$ cat src/rtl/lu_pkg.sv
package lu_pkg;
  localparam int ALUOP_W = 2;
  localparam int CTL_W   = 7 + ALUOP_W;
  localparam int B_MEM2REG = 0;
  localparam int B_REGWR   = 1;
  localparam int B_PCSRC   = 2;
  localparam int B_MEMWR   = 3;
  localparam int B_MEMRD   = 4;
  localparam int B_DSTSEL  = 5;
  localparam int B_ALUOP   = 6;
  localparam int B_ALUSRC  = 6 + ALUOP_W;
endpackage

$ cat src/rtl/lu_hazard_detect.sv
module lu_hazard_detect #(
  parameter int REG_AW = 5
) (
  input  logic              ex_mem_rd,
  input  logic [REG_AW-1:0] ex_rt,
  input  logic [REG_AW-1:0] id_rs,
  input  logic [REG_AW-1:0] id_rt,
  output logic              hit_rs,
  output logic              hit_rt,
  output logic              hit
);
  function automatic logic dep(input logic rd, input logic [REG_AW-1:0] dst,
                               input logic [REG_AW-1:0] src);
    return rd && (dst != '0) && (dst == src);
  endfunction

  always_comb begin
    hit_rs = dep(ex_mem_rd, ex_rt, id_rs);
    hit_rt = dep(ex_mem_rd, ex_rt, id_rt);
    hit    = hit_rs | hit_rt;
  end
endmodule

$ cat src/rtl/lu_ctl_gate.sv
module lu_ctl_gate #(
  parameter int W = 9
) (
  input  logic         zero,
  input  logic [W-1:0] d,
  output logic [W-1:0] q
);
  for (genvar i = 0; i < W; i++) begin : g_bit
    assign q[i] = d[i] & ~zero;
  end
endmodule

$ cat src/rtl/lu_stall_ctrl.sv
module lu_stall_ctrl
  import lu_pkg::*;
#(
  parameter int REG_AW   = 5,
  parameter bit ONE_SHOT = 1'b1
) (
  input  logic              clk,
  input  logic              rst_n,
  input  logic              ex_mem_rd,
  input  logic [REG_AW-1:0] ex_rt,
  input  logic [REG_AW-1:0] id_rs,
  input  logic [REG_AW-1:0] id_rt,
  input  logic [CTL_W-1:0]  ctl_in,
  output logic [CTL_W-1:0]  ctl_out,
  output logic              pc_we,
  output logic              ifid_we,
  output logic              ctl_zero
);
  logic hit_rs, hit_rt, hazard_hit;
  logic guard_q;
  logic stall;

  lu_hazard_detect #(.REG_AW(REG_AW)) u_det (
    .ex_mem_rd (ex_mem_rd),
    .ex_rt     (ex_rt),
    .id_rs     (id_rs),
    .id_rt     (id_rt),
    .hit_rs    (hit_rs),
    .hit_rt    (hit_rt),
    .hit       (hazard_hit)
  );

  if (ONE_SHOT) begin : g_guard
    always_ff @(posedge clk or negedge rst_n) begin
      if (!rst_n) guard_q <= 1'b0;
      else        guard_q <= stall;
    end
  end else begin : g_noguard
    assign guard_q = 1'b0;
  end

  assign stall    = hazard_hit & ~guard_q;
  assign pc_we    = ~stall;
  assign ifid_we  = ~stall;
  assign ctl_zero = stall;

  lu_ctl_gate #(.W(CTL_W)) u_gate (
    .zero (stall),
    .d    (ctl_in),
    .q    (ctl_out)
  );
endmodule

$ cat config.mk
export PLATFORM = sky130hd
export DESIGN_NAME = lu_stall_ctrl
export DESIGN_NICKNAME = d
export VERILOG_FILES = /design/src/rtl/lu_pkg.sv /design/src/rtl/lu_hazard_detect.sv /design/src/rtl/lu_ctl_gate.sv /design/src/rtl/lu_stall_ctrl.sv
export SDC_FILE = /design/constraint.sdc
export NUM_CORES = 1
export LEC_CHECK = 0
export BUFFER_PORTS_ARGS = -buffer_cell sky130_fd_sc_hd__buf_4
export CAP_MARGIN = 40
export CORE_AREA = 2 2 39 41
export DETAILED_ROUTE_END_ITERATION = 16
export DIE_AREA = 0 0 41 43
export HOLD_SLACK_MARGIN = 0.03
export PLACE_DENSITY = 0.55
export SETUP_SLACK_MARGIN = 0.4
export SLEW_MARGIN = 25
export SYNTH_ARGS = -nofsm -noshare
export SYNTH_HDL_FRONTEND = slang
export SYNTH_HIERARCHICAL = 1
export SYNTH_SLANG_ARGS = --single-unit
export TNS_END_PERCENT = 5
$ cat constraint.sdc
create_clock -name clk -period 1.68 [get_ports clk]
set_input_delay 0.168 -clock clk [delete_from_list [all_inputs] [get_ports clk]]
set_output_delay 0.168 -clock clk [all_outputs]
set_load 0.01 [all_outputs]
==> results.md <==
- Vias per cell: slightly above 4
- DIE AREA: 1763 um2
- Syn_nets: 57
- Critical Path Max Stage Delay: about 0.52 ns
- Chip Width: approximately 41 um
- Final setup fails: 0
- Synthesized area: 230.2 um2
- Drt total wl: a little over 800 um
- Slew margin rel.: 0.8861
- Pin count of the biggest net entering global routing: 12
- Worst slew pin tran: between 0.15 and 0.2 ns
- Worst hold path type: in2async
- Power Density: 270.2 nW/um2
- Fmax: roughly 600 MHz
- DR DRC count: 0
- Worst Path Required: approximately 1.5 ns
- DP Worst Slack: -0.03902 ns
- Ant diodes: 0
- Worst-Skew Late Latency: 0 ns
- Crit Path Class: in2out
- Max-cap violations: 0
- Non-Filler Instances: 86
- Worst hold slack: about 0.49 ns
- Setup WS post-layout: ~0.012 ns
- Startpoint type of the worst setup path: input port
- 1st-iter DRT viols: 2
- Die Ht: 43 um
- Status: complete, no violations
- Total GRT Usage: 0.08509
- Worst EP arrival: roughly 1.5 ns
- Syn Inst Count: 30
- Core Region: about 1400 um2
- Synth Warn #: 6
- Final Hold Violating Endpoints: 0
- Post-DP HPWL: 713.5 um
- WL/cell: between 9 and 10 um
- Inst Count DP: between 80 and 90
- Pleak: 0.3179 nW
- Share of cells above drive strength 1: 0.7714
- Worst VDD drop: approximately 0.12 mV
- DRT antenna net count: 0
- Clock slew at reported path FFs: 0 ns
- Largest registers: guard_q: 1 flops
- TritonRoute pass-1 iters: 2
- Max FFs per register: 1
- First-pass GRT wire length: 1138 um
- CP max-delay cell: or4_4
- Io pins: 39
- Final #Nets: 99
- Slew Viols, Final: 0
- Syn avg cell area: around 7.7 um2
- IO buf count: 38
- Crit. End Element: primary output
- CP max FO: 5
- RSZ-0062 raised after global routing: yes
- Routability cong.: 0.6418
- Vias in the first global route: around 340
- Clock skew: 0 ns
- Initial Utilization: 0.1664
- Post-synthesis to final-layout area growth: 184.2%
- Via count: between 300 and 400
- Antenna violations before repair: 0
- Minimum clock period: between 1.5 and 2 ns
- Critical-path cell list: buf_8, or4_4, o21ai_2, a21oi_2, nor2b_4, clkbuf_16, nor2b_2, buf_4
- Fin crit share: 0.9928
- Grt ovf: 0
- Reg with most FFs: guard_q
- Cell Rows: 14
-- power breakdown --
part / total [W] / leakage (nW) / switching (W) / internal (W)
Sequential: 0.0000261 / 0.0139 / 0.000000757 / 0.0000253
Clock: 0 / 0 / 0 / 0
Combinational: 0.000151 / 0.304 / 0.0000510 / 0.0000997
Total: 0.000177 / 0.318 / 0.0000518 / 0.000125
-- critical path, delay by kind of cell --
family                 cells  cell delay [ns]
and+or+nand+nor            3             0.75
buffers and inverters      3             0.37
AOI/OAI and AO/OA          2             0.20
-- what timing repair did --
action	CTS	global route
pin swaps	0	5
cloned	0	1
hold buffers	1	0
setup buffers	1	0
endpoints found under the setup margin	13	13
resized for setup	0	8
hold endpoints to repair	1	0
-- per-stage QoR --
step / power (W) / setup TNS [ns] / util / cell area, um2
floorplan: 0.00007813 / 0 / - / 267.8
global placement: 0.0001591 / -0.003820 / 0.4087 / 565.5
detailed placement: 0.0001592 / -0.2868 / 0.4087 / 565.5
CTS: 0.0001654 / 0 / 0.4304 / 595.6
global route: 0.0001885 / -0.2433 / 0.4729 / 654.4
finish: 0.0001768 / 0 / 0.4729 / 654.4
-- worst paths after layout --
| path | end | startpoint | slack, ns | depth (start not counted) |
|---|---|---|---|---|
| worst max-delay path | ctl_out[4] | ex_rt[3] | 0.01 | 8 |
| min in group clk | guard_q | guard_q | 0.63 | 2 |
| max in group asynchronous | guard_q | rst_n | 1.11 | 2 |
| worst min-delay path | guard_q | rst_n | 0.49 | 2 |
| worst min register to register | guard_q | guard_q | 0.63 | 2 |
| worst max register to register | guard_q | guard_q | 0.89 | 2 |
-- cells in the final DEF (no fill, tap or decap) --
cell type	count
buf_4	34
nor2b_2	7
xor2_1	6
xnor2_1	4
nor2b_4	3
buf_6	3
nand3_1	2
nand2b_1	1
clkbuf_16	1
dfrtp_1	1
dlygate4sd3_1	1
buf_8	1
buf_12	1
or4_4	1
o21ai_2	1
nor3_2	1
nor3_1	1
a21oi_2	1
-- routing by layer --
layer  vias to the layer above  GRT usage  wire, um
met4                         0          0         0
met1                       151    0.09554       271
li1                        177          -         -
met3                         0    0.01571       155
met2                        29     0.1625       400
met5                         -          0         0
-- area by class of cell --
| cell class | instances | area, um2 |
|---|---|---|
| fill | 143 | 729.5 |
| sequential | 1 | 25.02 |
| multi-input combinational | 28 | 250.2 |
| timing repair buffer | 41 | 359.1 |
| tap | 16 | 20.02 |
Note: power is estimated with default switching activity, not from simulation.
